===== config.mk =====
export PLATFORM = sky130hd
export DESIGN_NAME = instr_stream_decoder
export DESIGN_NICKNAME = d
export VERILOG_FILES = /design/src/rtl/isd_pkg.sv /design/src/rtl/isd_ctrl.sv /design/src/rtl/isd_datapath.sv /design/src/rtl/instr_stream_decoder.sv
export SDC_FILE = /design/constraint.sdc
export NUM_CORES = 1
export LEC_CHECK = 0
export BUFFER_PORTS_ARGS = -buffer_cell sky130_fd_sc_hd__buf_2
export CAP_MARGIN = 40
export CORE_MARGIN = 3
export CORE_UTILIZATION = 50
export CTS_BUF_LIST = sky130_fd_sc_hd__clkbuf_8
export CTS_CLUSTER_DIAMETER = 80
export DETAILED_ROUTE_END_ITERATION = 8
export PLACE_DENSITY = 0.78
export SLEW_MARGIN = 20
export SYNTH_ARGS = -nofsm -noshare
export SYNTH_HDL_FRONTEND = slang
export SYNTH_SLANG_ARGS = --single-unit

===== constraint.sdc =====
create_clock -name clk -period 7.85 [get_ports clk]
set_clock_uncertainty 0.15 [all_clocks]
set_input_delay 1.57 -clock clk [delete_from_list [all_inputs] [get_ports clk]]
set_output_delay 1.57 -clock clk [all_outputs]
set_load 0.01 [all_outputs]

===== src/rtl/isd_pkg.sv =====
package isd_pkg;
  localparam int CONST_BYTES = 8;
  localparam int CONST_W = 8 * CONST_BYTES;
  localparam int LEN_W = 4;
  localparam logic [3:0] NO_REG = 4'hF;

  typedef enum logic [1:0] {
    ST_OK   = 2'd0,
    ST_HALT = 2'd1,
    ST_BAD  = 2'd2
  } stat_e;

  typedef struct packed {
    logic capture;
    logic [LEN_W-1:0] index;
    logic advance;
  } ctrlStrobes_t;

  function automatic logic hasRegByte(input logic [3:0] op);
    case (op)
      4'h2, 4'h3, 4'h4, 4'h5, 4'h6, 4'hA, 4'hB: hasRegByte = 1'b1;
      default: hasRegByte = 1'b0;
    endcase
  endfunction

  function automatic logic [LEN_W-1:0] rawLen(input logic [3:0] op);
    case (op)
      4'h2, 4'h6, 4'hA, 4'hB: rawLen = LEN_W'(2);
      4'h7, 4'h8:             rawLen = LEN_W'(1 + CONST_BYTES);
      4'h3, 4'h4, 4'h5:       rawLen = LEN_W'(2 + CONST_BYTES);
      default:                rawLen = LEN_W'(1);
    endcase
  endfunction

  function automatic stat_e headStatus(input logic [7:0] b);
    logic fnFree;
    fnFree = (b[7:4] == 4'h2) || (b[7:4] == 4'h6) || (b[7:4] == 4'h7);
    if (b[7:4] > 4'hB) headStatus = ST_BAD;
    else if (!fnFree && (b[3:0] != 4'h0)) headStatus = ST_BAD;
    else if (b[7:4] == 4'h0) headStatus = ST_HALT;
    else headStatus = ST_OK;
  endfunction

  function automatic logic [LEN_W-1:0] headLen(input logic [7:0] b);
    if (headStatus(b) == ST_BAD) headLen = LEN_W'(1);
    else headLen = rawLen(b[7:4]);
  endfunction
endpackage


===== src/rtl/isd_ctrl.sv =====
module isd_ctrl
  import isd_pkg::*;
(
  input  logic               clk,
  input  logic               rstN,
  input  logic [7:0]         inData,
  input  logic               inValid,
  input  logic               outReady,
  input  logic [LEN_W-1:0]   curLen,
  input  stat_e              curStatus,
  output logic               inReady,
  output logic               outValid,
  output ctrlStrobes_t       strobes
);
  typedef enum logic [1:0] {S_HEAD, S_BODY, S_EMIT, S_STOP} state_e;

  state_e state;
  logic [LEN_W-1:0] idxReg;
  logic take;
  logic lastBody;

  assign inReady  = (state == S_HEAD) || (state == S_BODY);
  assign outValid = (state == S_EMIT);
  assign take     = inValid && inReady;
  assign lastBody = (idxReg == curLen - LEN_W'(1));

  always_comb begin
    strobes.capture = take;
    strobes.index   = (state == S_HEAD) ? '0 : idxReg;
    strobes.advance = outValid && outReady;
  end

  always_ff @(posedge clk) begin
    if (!rstN) begin
      state  <= S_HEAD;
      idxReg <= '0;
    end else begin
      case (state)
        S_HEAD: if (take) begin
          idxReg <= LEN_W'(1);
          state  <= (headLen(inData) == LEN_W'(1)) ? S_EMIT : S_BODY;
        end
        S_BODY: if (take) begin
          if (lastBody) state <= S_EMIT;
          else idxReg <= idxReg + LEN_W'(1);
        end
        S_EMIT: if (outReady) begin
          state <= (curStatus == ST_OK) ? S_HEAD : S_STOP;
        end
        default: state <= S_STOP;
      endcase
    end
  end
endmodule


===== src/rtl/isd_datapath.sv =====
module isd_datapath
  import isd_pkg::*;
#(
  parameter int ADDR_W = 64
) (
  input  logic               clk,
  input  logic               rstN,
  input  logic [ADDR_W-1:0]  startAddr,
  input  logic [7:0]         inData,
  input  ctrlStrobes_t       strobes,
  output logic [3:0]         opcode,
  output logic [3:0]         func,
  output logic [3:0]         regA,
  output logic [3:0]         regB,
  output logic [CONST_W-1:0] constVal,
  output logic [LEN_W-1:0]   length,
  output stat_e              status,
  output logic [ADDR_W-1:0]  pc,
  output logic [ADDR_W-1:0]  nextPc
);
  logic headByte;
  logic regPhase;
  logic [LEN_W-1:0] constPos;
  logic [7:0] constLane [CONST_BYTES];

  assign headByte = strobes.capture && (strobes.index == '0);
  assign regPhase = hasRegByte(opcode) && (strobes.index == LEN_W'(1));
  assign constPos = strobes.index - (hasRegByte(opcode) ? LEN_W'(2) : LEN_W'(1));
  assign nextPc   = pc + ADDR_W'(length);

  always_ff @(posedge clk) begin
    if (!rstN) begin
      pc     <= startAddr;
      opcode <= '0;
      func   <= '0;
      regA   <= NO_REG;
      regB   <= NO_REG;
      length <= LEN_W'(1);
      status <= ST_OK;
    end else begin
      if (headByte) begin
        opcode <= inData[7:4];
        func   <= inData[3:0];
        regA   <= NO_REG;
        regB   <= NO_REG;
        length <= headLen(inData);
        status <= headStatus(inData);
      end else if (strobes.capture && regPhase) begin
        regA <= inData[7:4];
        regB <= inData[3:0];
      end
      if (strobes.advance) pc <= nextPc;
    end
  end

  for (genvar g = 0; g < CONST_BYTES; g++) begin : g_lane
    always_ff @(posedge clk) begin
      if (!rstN || headByte) constLane[g] <= '0;
      else if (strobes.capture && !regPhase && constPos == LEN_W'(g))
        constLane[g] <= inData;
    end
    assign constVal[8*g +: 8] = constLane[g];
  end
endmodule


===== src/rtl/instr_stream_decoder.sv =====
module instr_stream_decoder
  import isd_pkg::*;
#(
  parameter int ADDR_W = 64
) (
  input  logic              clk,
  input  logic              rstN,
  input  logic [ADDR_W-1:0] startAddr,
  input  logic [7:0]        inData,
  input  logic              inValid,
  output logic              inReady,
  output logic              outValid,
  input  logic              outReady,
  output logic [3:0]        outOpcode,
  output logic [3:0]        outFunc,
  output logic [3:0]        outRegA,
  output logic [3:0]        outRegB,
  output logic [63:0]       outConst,
  output logic [3:0]        outLength,
  output logic [1:0]        outStatus,
  output logic [ADDR_W-1:0] outPc,
  output logic [ADDR_W-1:0] outNextPc
);
  ctrlStrobes_t strobes;
  stat_e status;
  logic [LEN_W-1:0] length;
  logic [CONST_W-1:0] constVal;

  isd_ctrl u_ctrl (
    .clk(clk), .rstN(rstN), .inData(inData), .inValid(inValid),
    .outReady(outReady), .curLen(length), .curStatus(status),
    .inReady(inReady), .outValid(outValid), .strobes(strobes)
  );

  isd_datapath #(.ADDR_W(ADDR_W)) u_dp (
    .clk(clk), .rstN(rstN), .startAddr(startAddr), .inData(inData),
    .strobes(strobes), .opcode(outOpcode), .func(outFunc),
    .regA(outRegA), .regB(outRegB), .constVal(constVal),
    .length(length), .status(status), .pc(outPc), .nextPc(outNextPc)
  );

  assign outConst  = 64'(constVal);
  assign outLength = 4'(length);
  assign outStatus = status;
endmodule


==> flow_metrics.py, run 1 <==
metrics = {
    "run_status": {
        "status": "completed",
    },
    "synthesis": {
        "synth_compound_area_share_pct": 8.303,
        "synthCells": 793,
        "yosysWarnings": 0,
        "syn-num-nets": 878,
        "ys_seq_elements": 155,
        "synth_simple_gate_area_share_pct": 22.29,
        "synth_xor_area_share_pct": 4.396,
        "synth_top_family_by_area": "simple AND/OR/NAND/NOR gates",
        "muxShareOfSynthArea_pct": 6.587,
        "synth_top_area_share_pct": 47.06,
        "ys_types": 58,
        "synthTopCellsByArea": "edfxtp_1 47%, dfxtp_1 6.6%, mux2_2 5.2%, nor2_1 5.0%, nand2_1 4.3%",
        "synth_edf_count": 128,
        "synth_largest_area_cell": "edfxtp_1",
        "postSynthAreaPerCell_um2": 10.30,
        "syn_area_mm2": 0.008168,
        "ys.flop_type": "edfxtp_1",
        "ys_seq_area_share_pct": 53.68,
        "synthAdderAreaFrac_pct": 1.563,
        "async_reset_ff_share_pct": 0,
    },
    "timing": {
        "min_period_ns": 5.130,
        "slew_viol_final": 0,
        "fin_crit_sh_pct": 65.35,
        "worst_pin_slew_ns": 0.8097,
        "setup_tns_ns": 0,
        "setup_violations": 0,
        "max-slew-margin-rel_pct": 46.02,
        "rsz0062_at_grt": "false",
        "max_freq_ghz": 0.1949,
        "hold_viol": 0,
    },
    "grt": {
        "grt-busiest-layer": "met2",
        "grt_use_met2_pct": 40.82,
        "antenna_found_initial": 2,
        "grt-ovfl-total": 0,
        "grt_usage_pct": 24.74,
        "gr-usage-met1_pct": 31.18,
        "grt_pass1_vias": 6560,
        "grt_use_met3_pct": 6.602,
        "grt_max_degree": 69,
        "grt_pass1_wl_um": 34870,
    },
    "power_and_ir_drop": {
        "p_sw_uw": 666.3,
        "switching_share_pct": 32.55,
        "leakage_uw": 0.004194,
        "clock_power_share_pct": 28.3,
        "ir_drop_mv": 0.1370,
        "p_per_area_mw_per_mm2": 201.0,
        "pwr-share-comb_pct": 21.2,
        "p_int_uw": 1381,
        "pwr-share-seq_pct": 50.6,
    },
    "finish": {
        "nNetsFinal": 1153,
        "drive_above_1_share_pct": 35.99,
        "instances_no_fill": 1299,
        "syn2layout_area_growth_pct": 24.69,
        "utilization_pct": 63.88,
        "fillers": 1323,
    },
    "drt": {
        "vias": 7178,
        "wl_per_cell_um": 17.51,
        "wl_um": 22740,
        "ant_nets": 0,
        "firstDrtPassIters": 5,
        "viasPerCell": 5.526,
        "remaining_drc_errors": 0,
        "drt_iter0_drc": 488,
    },
    "setup_path": {
        "cp_max_fo": 28,
        "worst_ep_required_time_ns": 6.13,
        "cp.arrival_ns": 3.41,
        "start_kind": "flop",
        "endpoint_kind": "output pin",
        "criticalPathCategory": "reg2out",
    },
    "clock_tree": {
        "cts.path.max_buffers": 2,
        "post-cts-setup-buffers": 0,
        "cts_resized": 0,
        "clock-sinks": 155,
        "htree_levels": 4,
        "clock_latency_ns": 0.45,
        "numCtsBuffers": 17,
        "ctsHoldBuffers": 0,
        "cts.reportedPaths.clkPinSlew_ns": 0.10,
        "cts_tree": "done",
        "root_buffer": "clkbuf_8",
    },
    "floorplanning": {
        "die_area_mm2": 0.01791,
        "io_pins": 292,
        "num_rows": 46,
        "core_mm2": 0.01594,
        "die_y_um": 133.8,
        "die_w_um": 133.8,
        "start_util_pct": 51.23,
    },
    "placed_design": {
        "dp_hpwl_um": 17060,
        "portBuffers": 290,
        "routabilityCongestion": 0.8521,
        "place_inst": 1263,
    },
    "worst_hold_path": {
        "hold_path_class": "reg2reg",
    },
    "job": {
        "maxCapViolCount": 0,
    },
}
## cell usage after synthesis (2+ instances only)
cell,n
nand4_1,22
nor4_1,13
a31o_2,2
nand3b_1,2
buf_6,2
or3_1,16
and3_1,9
nor3_1,16
xor2_1,24
clkbuf_1,42
nor3b_1,3
ha_1,7
a31oi_1,24
o21ai_0,32
and2_1,7
or4_1,3
dfxtp_1,27
nand2b_1,7
nand4b_1,5
nand3_1,27
nand2_1,93
or4_4,3
mux2i_1,11
edfxtp_1,128
inv_1,17
o31ai_1,4
fa_1,2
o31a_1,2
nor2_1,109
o221ai_1,2
and4_1,10
nor2b_1,6
o21a_1,3
o211ai_1,2
a21o_1,2
nor4b_1,3
mux2_2,38
a21oi_1,24
or2_2,8
a311oi_1,2
xnor2_1,17
## power groups by stage
stage,logic (µW),registers [µW],clock network [µW]
after floorplan,220,1070,0
after global placement,423,1050,0
after detailed placement,429,1050,0
after CTS,432,1030,593
after global routing,476,1040,625
final,433,1030,579
## critical path, cell delays in order (launching register included)
cell and delay, ns:
edfxtp_1 0.47, nand4_2 0.19, or4_1 0.70, or3_1 0.74, or4_4 0.64, nand2_1 0.08, buf_2 0.13
## registers in the layout, summed over array words and instances, names as in the netlist
name / cells
u_dp.func: 4
u_dp.status: 2
u_dp.regB: 4
u_ctrl.idxReg: 4
u_ctrl.state: 2
u_dp.opcode: 4
u_dp.constLane: 64
u_dp.regA: 4
u_dp.pc: 64
u_dp.length: 3
## layout by cell type (no fill, tap or decap), drive strengths merged, types with 5 or more instances in the layout
| cell | n |
|---|---|
| xor2 | 24 |
| mux2i | 11 |
| nor2b | 6 |
| edfxtp | 128 |
| clkbuf | 18 |
| or3 | 16 |
| nor3 | 17 |
| nand4 | 23 |
| xnor2 | 17 |
| or4 | 6 |
| inv | 27 |
| dfxtp | 27 |
| a21oi | 24 |
| nor4 | 14 |
| ha | 7 |
| and2 | 7 |
| mux2 | 38 |
| nand2b | 7 |
| and4 | 10 |
| nand2 | 93 |
| or2 | 8 |
| and3 | 9 |
| nor2 | 109 |
| nand4b | 5 |
| a31oi | 24 |
| o21ai | 32 |
| nand3 | 27 |
| buf | 301 |
## final cells by class
cell class	instances	area [µm²]	share of cell area, %
tap	216	270.3	2.654
clock inverter	15	151.4	1.486
timing repair buffer	302	1546	15.18
antenna	2	5.005	0.04914
clock buffer	17	234.0	2.297
multi-input combinational	575	3530	34.66
sequential	155	4384	43.05
inverter	17	63.81	0.6265
## worst paths after layout
kind,cells after the start,endpoint,slack [ns],start
max,6,outNextPc[63],2.72,u_dp.pc[7]
max reg2reg,9,u_dp.constLane[1][19],3.99,u_dp.opcode[1]
min,2,u_dp.func[1],0.31,u_dp.func[1]
min reg2reg,2,u_dp.func[1],0.31,u_dp.func[1]
## per-layer routing
metal	vias up	wire length (µm)
li1	3460	-
met1	3362	9218
met2	312	10930
met3	44	1915
met4	0	677
met5	-	0
## cells by family after synthesis
logic type               Yosys count
AO/OA/AOI/OAI                    109
XOR/XNOR                          41
adder cells (fa/ha/maj)            9
buffers and inverters             63
flip-flops                       155
multiplexers                      49
other                              1
AND/OR/NAND/NOR                  366
## through the flow
step                cell area [µm²]  setup WS, ns  hold WS, ns  total power, µW
floorplan                      8168         3.517       0.3305             1292
global placement               9732         3.246       0.2911             1474
detailed placement             9762         3.161       0.2955             1482
CTS                           10150         2.648       0.3096             2060
global route                  10180         2.485       0.3300             2145
finish                        10180         2.720       0.3076             2047
(Power assumes the default switching activity.)
==> run 2: changes to the inputs <==
--- a/config.mk
+++ b/config.mk
@@ -5,6 +5,7 @@
 export SDC_FILE = /design/constraint.sdc
 export NUM_CORES = 1
 export LEC_CHECK = 0
+export ABC_AREA = 1
 export BUFFER_PORTS_ARGS = -buffer_cell sky130_fd_sc_hd__buf_2
 export CAP_MARGIN = 40
 export CORE_MARGIN = 3
@@ -12,7 +13,7 @@
 export CTS_BUF_LIST = sky130_fd_sc_hd__clkbuf_8
 export CTS_CLUSTER_DIAMETER = 80
 export DETAILED_ROUTE_END_ITERATION = 8
-export PLACE_DENSITY = 0.78
+export PLACE_DENSITY = 0.77
 export SLEW_MARGIN = 20
 export SYNTH_ARGS = -nofsm -noshare
 export SYNTH_HDL_FRONTEND = slang
==> constraint.sdc (replaced) <==
create_clock -name clk -period 5 [get_ports clk]
set_clock_uncertainty 0.15 [all_clocks]
set_input_delay 1 -clock clk [delete_from_list [all_inputs] [get_ports clk]]
set_output_delay 1 -clock clk [all_outputs]
set_load 0.01 [all_outputs]
==> flow_metrics.py, run 2 <==
metrics = {
    "run_status": {
        "status": "completed",
    },
    "timing": {
        "setup_violations": 0,
        "setup_tns_ns": 0,
        "fin_crit_sh_pct": 84.30,
        "rsz0062_at_grt": "false",
        "min_period_ns": 4.215,
        "hold_viol": 0,
        "worst_pin_slew_ns": 0.6600,
        "slew_viol_final": 0,
        "max_freq_ghz": 0.2373,
        "max-slew-margin-rel_pct": 55.84,
    },
    "drt": {
        "vias": 8924,
        "remaining_drc_errors": 0,
        "drt_iter0_drc": 906,
        "ant_nets": 0,
        "wl_um": 29200,
        "firstDrtPassIters": 5,
        "viasPerCell": 5.265,
        "wl_per_cell_um": 17.23,
    },
    "synthesis": {
        "async_reset_ff_share_pct": 0,
        "postSynthAreaPerCell_um2": 7.593,
        "synth_top_area_share_pct": 43.30,
        "ys.flop_type": "edfxtp_1",
        "synthCells": 1169,
        "ys_seq_area_share_pct": 49.39,
        "syn_area_mm2": 0.008876,
        "ys_seq_elements": 155,
        "yosysWarnings": 0,
        "synth_edf_count": 128,
        "ys_top_cells_by_count": "452 x nand2_1, 199 x nor2_1, 128 x edfxtp_1",
        "synthTopCellsByArea": "edfxtp_1 43%, nand2_1 19%, nor2_1 8.4%, dfxtp_1 6.1%, inv_1 4.1%",
        "synth_most_common_cell": "nand2_1",
        "ys_types": 37,
        "synth_largest_area_cell": "edfxtp_1",
        "syn-num-nets": 1254,
    },
    "setup_path": {
        "r2r_slack_ns": 1.85,
        "crit_family": "simple AND/OR/NAND/NOR gates",
        "critPathSlowestCell": "nor2_1",
        "crit_chain": "ha_1 -> inv_1 -> fa_1 -> inv_1 -> nand3_1 -> nand2_2 -> nand2_1 -> nor2_1 -> nand2_1 -> xor2_1 -> inv_1 -> buf_2",
        "worst_ep_required_time_ns": 3.85,
        "criticalPathCategory": "reg2out",
        "r2r-start": "u_dp.opcode[1]",
        "endpoint_kind": "output pin",
        "cp_max_fo": 7,
        "cpMostUsedCell": "inv_1",
        "critPathMaxStageDelay_ns": 0.54,
        "r2r-end": "u_dp.constLane[0][29]",
        "r2r_cells": 10,
        "cp_num_buf_inv": 4,
        "cp.arrival_ns": 3.06,
        "start_kind": "flop",
    },
    "grt": {
        "grt_usage_pct": 29.32,
        "grt-ovfl-total": 0,
        "antenna_found_initial": 2,
        "grt_pass1_wl_um": 44750,
        "grt_max_degree": 45,
        "grt_pass1_vias": 8172,
    },
    "clock_tree": {
        "ctsHoldBuffers": 0,
        "cts_tree": "done",
        "cts.reportedPaths.clkPinSlew_ns": 0.10,
        "htree_levels": 4,
        "post-cts-setup-buffers": 0,
        "numCtsBuffers": 17,
        "clock-sinks": 155,
        "cts.path.max_buffers": 2,
        "cts_resized": 0,
        "root_buffer": "clkbuf_8",
        "clock_latency_ns": 0.48,
    },
    "floorplanning": {
        "start_util_pct": 51.14,
        "die_area_mm2": 0.01939,
        "io_pins": 292,
        "num_rows": 48,
        "die_w_um": 139.2,
        "die_y_um": 139.2,
        "core_mm2": 0.01736,
    },
    "job": {
        "maxCapViolCount": 0,
    },
    "finish": {
        "syn2layout_area_growth_pct": 23.63,
        "drive_above_1_share_pct": 23.79,
        "mostFrequentLayoutCells": "451 x nand2_1, 290 x buf_2, 199 x nor2_1",
        "final_common_cell": "nand2_1",
        "reg_top3": "u_dp.constLane: 64 flops, u_dp.pc: 64 flops",
        "stdcell_area_mm2": 0.01097,
        "nNetsFinal": 1539,
        "utilization_pct": 63.22,
        "instances_no_fill": 1695,
    },
    "placed_design": {
        "dp_hpwl_um": 22680,
        "routabilityCongestion": 1.026,
        "place_inst": 1658,
        "post_dp_cell_area_mm2": 0.01050,
        "portBuffers": 290,
    },
    "worst_hold_path": {
        "worst_hold_path.endpoint": "u_dp.opcode[3]",
        "hold_path_class": "reg2reg",
        "hold_start": "u_dp.opcode[3]",
        "whs_path_depth": 2,
    },
    "power_and_ir_drop": {
        "leakage_uw": 0.005361,
        "ir_drop_mv": 0.1953,
        "p_per_area_mw_per_mm2": 335.4,
    },
}
run 2: cell count changes in the layout (fill, tap and decap cells not counted), moves of 11 or more:
cell     delta
a31oi_1    -24
inv_1      +79
mux2_2     -38
mux2i_1    -11
nand2_1   +359
nand3_1    +40
nor2_1     +90
nor3_1     -11
nor4_1     -12
or3_1      -16
run 2: logic make-up after synthesis:
| logic type | count (synthesis) | synth area share (%) |
|---|---|---|
| adder cells (fa/ha/maj) | 9 | 1.438 |
| flip-flops | 155 | 49.39 |
| buffers and inverters | 134 | 6.019 |
| AND/OR/NAND/NOR | 776 | 35.93 |
| AO/OA/AOI/OAI | 57 | 3.524 |
| XOR/XNOR | 37 | 3.651 |
| other | 1 | 0.04225 |
run 2: routing by layer:
| metal | track usage, % | up-vias | routed length [µm] |
|---|---|---|---|
| li1 | - | 4311 | - |
| met4 | 10.66 | 0 | 970 |
| met5 | 0 | - | 0 |
| met2 | 46.51 | 458 | 13460 |
| met1 | 38.85 | 4088 | 11990 |
| met3 | 7.938 | 67 | 2780 |
run 2: tightest hold or removal path: stages (launching register included):
cell,delay [ns]
dfxtp_1,0.32
inv_1,0.07
a21oi_1,0.06
run 2: cell type report:
class / count / area [µm²]
Antenna cell: 3 / 7.507
Timing Repair Buffer: 295 / 1521
Sequential cell: 155 / 4384
Inverter: 105 / 396.6
Multi-Input combinational cell: 880 / 3960
Clock buffer: 17 / 234.0
Tap cell: 225 / 281.5
Fill cell: 1585 / 6384
Clock inverter: 15 / 187.7
run 2: where the power goes:
group          internal, µW  total [µW]  switching [µW]
Clock                   389         994             604
Combinational           330         968             638
Sequential             1580        1720             135
Total                  2300        3680            1380
run 2: worst max path at each step:
stage,to,startpoint,cells past startpoint
floorplan,u_dp.pc[0],rstN,4
global placement,outNextPc[32],u_dp.length[0],12
detailed placement,outNextPc[32],u_dp.length[0],12
CTS,outNextPc[32],u_dp.length[0],12
global route,outNextPc[32],u_dp.length[0],12
finish,outNextPc[32],u_dp.length[0],12
run 2: per-stage QoR:
step	setup WS (ns)	hold WS [ns]	power, µW
2_1_floorplan	1.365	0.3386	2278
3_3_place_gp	1.434	0.3017	2681
3_5_place_dp	1.356	0.3152	2695
4_1_cts	0.7910	0.3306	3679
5_1_grt	0.5732	0.3584	3850
6_report	0.7852	0.3379	3680
==> run 3: changes to the inputs <==
--- a/config.mk
+++ b/config.mk
@@ -5,7 +5,7 @@
 export SDC_FILE = /design/constraint.sdc
 export NUM_CORES = 1
 export LEC_CHECK = 0
-export ABC_AREA = 1
+export ABC_AREA = 0
 export BUFFER_PORTS_ARGS = -buffer_cell sky130_fd_sc_hd__buf_2
 export CAP_MARGIN = 40
 export CORE_MARGIN = 3
@@ -13,7 +13,7 @@
 export CTS_BUF_LIST = sky130_fd_sc_hd__clkbuf_8
 export CTS_CLUSTER_DIAMETER = 80
 export DETAILED_ROUTE_END_ITERATION = 8
-export PLACE_DENSITY = 0.77
+export PLACE_DENSITY = 0.78
 export SLEW_MARGIN = 20
 export SYNTH_ARGS = -nofsm -noshare
 export SYNTH_HDL_FRONTEND = slang
==> constraint.sdc (replaced) <==
create_clock -name clk -period 4.05 [get_ports clk]
set_clock_uncertainty 0.15 [all_clocks]
set_input_delay 0.81 -clock clk [delete_from_list [all_inputs] [get_ports clk]]
set_output_delay 0.81 -clock clk [all_outputs]
set_load 0.01 [all_outputs]
==> flow_metrics.py, run 3 (synthesized netlist as in run 1, its figures left out) <==
metrics = {
    "grt": {
        "antenna_found_initial": 2,
        "grt-ovfl-total": 0,
        "grt_usage_pct": 25.60,
        "grt_pass1_wl_um": 36280,
        "grt_pass1_vias": 6921,
        "grt_max_degree": 73,
    },
    "clock_tree": {
        "cts.reportedPaths.clkPinSlew_ns": 0.10,
        "clock_latency_ns": 0.46,
        "cts_tree": "done",
        "root_buffer": "clkbuf_8",
        "numCtsBuffers": 17,
        "clock-sinks": 155,
        "ctsHoldBuffers": 0,
        "htree_levels": 4,
        "cts.path.max_buffers": 2,
    },
    "finish": {
        "fillers": 1294,
        "reg_top3": "u_dp.constLane: 64 flops, u_dp.pc: 64 flops",
        "instances_no_fill": 1327,
        "final_common_cell": "buf_2",
        "nNetsFinal": 1181,
        "syn2layout_area_growth_pct": 29.01,
        "mostFrequentLayoutCells": "292 x buf_2, 128 x edfxtp_1, 109 x nor2_1",
        "drive_above_1_share_pct": 39.31,
    },
    "drt": {
        "firstDrtPassIters": 5,
        "remaining_drc_errors": 0,
        "viasPerCell": 5.632,
        "vias": 7474,
        "wl_per_cell_um": 18.05,
        "drt_iter0_drc": 620,
        "wl_um": 23950,
        "ant_nets": 0,
    },
    "timing": {
        "max-slew-margin-rel_pct": 47.23,
        "min_period_ns": 3.959,
        "fin_crit_sh_pct": 97.76,
        "holdWs_ns": 0.3074,
        "finalWorstSetupSlack_ns": 0.09088,
        "max_freq_ghz": 0.2526,
        "rsz0062_at_grt": "true",
        "slew_viol_final": 0,
        "setup_violations": 0,
        "hold_viol": 0,
        "worst_pin_slew_ns": 0.7873,
    },
    "power_and_ir_drop": {
        "p_per_area_mw_per_mm2": 385.9,
        "switching_share_pct": 33.19,
        "clock_power_share_pct": 28.8,
        "pwr-share-comb_pct": 21.9,
        "leakage_uw": 0.004365,
        "pwr-share-seq_pct": 49.3,
        "ir_drop_mv": 0.2450,
        "p_sw_uw": 1350,
        "p_total_uw": 4067,
        "p_int_uw": 2717,
    },
    "setup_path": {
        "cp.arrival_ns": 3.00,
        "cp_max_fo": 28,
        "endpoint_kind": "output pin",
        "worst_ep_required_time_ns": 3.09,
        "start_kind": "flop",
        "r2r_slack_ns": 0.63,
        "criticalPathCategory": "reg2out",
        "critPathMaxStageDelay_ns": 0.56,
        "cpMostUsedCell": "or3_1",
        "crit_chain": "nand4_1 -> or4_4 -> or3_1 -> buf_6 -> or3_1 -> xnor2_1 -> buf_2",
        "critPathSlowestCell": "or4_4",
    },
    "placed_design": {
        "dp_hpwl_um": 17490,
        "portBuffers": 290,
        "place_ws_ns": 0.2524,
        "place_inst": 1276,
        "routabilityCongestion": 0.8753,
    },
    "floorplanning": {
        "die_y_um": 133.8,
        "num_rows": 46,
        "die_area_mm2": 0.01791,
        "io_pins": 292,
        "start_util_pct": 51.23,
        "core_mm2": 0.01594,
        "die_w_um": 133.8,
    },
    "run_status": {
        "status": "completed",
    },
    "job": {
        "maxCapViolCount": 0,
    },
    "worst_hold_path": {
        "hold_path_class": "reg2reg",
    },
}
==> run 3: worst max-delay path, delay by kind of cell (launching register included) <==
family,cells,cell delay [ns]
XOR/XNOR,1,0.19
buffers and inverters,2,0.35
flip-flops,1,0.43
AND/OR/NAND/NOR,4,1.56
==> run 3: final timing paths <==
kind,from,end,depth (start not counted)
max,u_dp.pc[11],outNextPc[35],7
min,u_dp.func[1],u_dp.func[1],2
max reg2reg,u_dp.opcode[1],u_dp.constLane[1][7],10
min reg2reg,u_dp.func[1],u_dp.func[1],2
==> run 3: routing by layer <==
layer,GRT usage (%),vias up,share of wire (%)
li1,-,3522,-
met1,32.90,3482,40
met2,41.16,412,48
met3,6.527,58,8.5
met4,11.43,0,3.2
met5,0,-,0
==> run 3: per-stage QoR <==
step	area (µm²)	TNS, ns	util, %
6_report	10540	0	66.10
5_1_grt	10540	-0.06791	66.10
2_1_floorplan	8168	0	-
3_3_place_gp	9829	0	61.65
4_1_cts	10320	0	64.71
3_5_place_dp	9859	0	61.84
==> run 3: what timing repair did <==
action	4_1_cts	5_1_grt
setup buffers	4	11
setup endpoints to repair	18	16
pin swaps	0	7
gates resized for setup	4	27
gates cloned	0	1
==> run 3: cell type report <==
| type | count | area, µm² | share of cell area (%) |
|---|---|---|---|
| flip-flops and latches | 155 | 4388 | 41.64 |
| multi-input cells | 575 | 3612 | 34.28 |
| repair buffers | 330 | 1789 | 16.98 |
| well taps | 216 | 270.3 | 2.565 |
| clock buffers | 17 | 234.0 | 2.220 |
| clock inverters | 15 | 175.2 | 1.662 |
| inverters | 17 | 63.81 | 0.6056 |
| diodes | 2 | 5.005 | 0.04749 |
==> run 3: power groups by stage <==
stage / combinational [µW] / clock (µW) / sequential (µW)
6_report: 890 / 1170 / 2010
5_1_grt: 969 / 1260 / 2020
4_1_cts: 857 / 1190 / 2000
3_5_place_dp: 838 / 0 / 2040
3_3_place_gp: 823 / 0 / 2040
2_1_floorplan: 426 / 0 / 2080
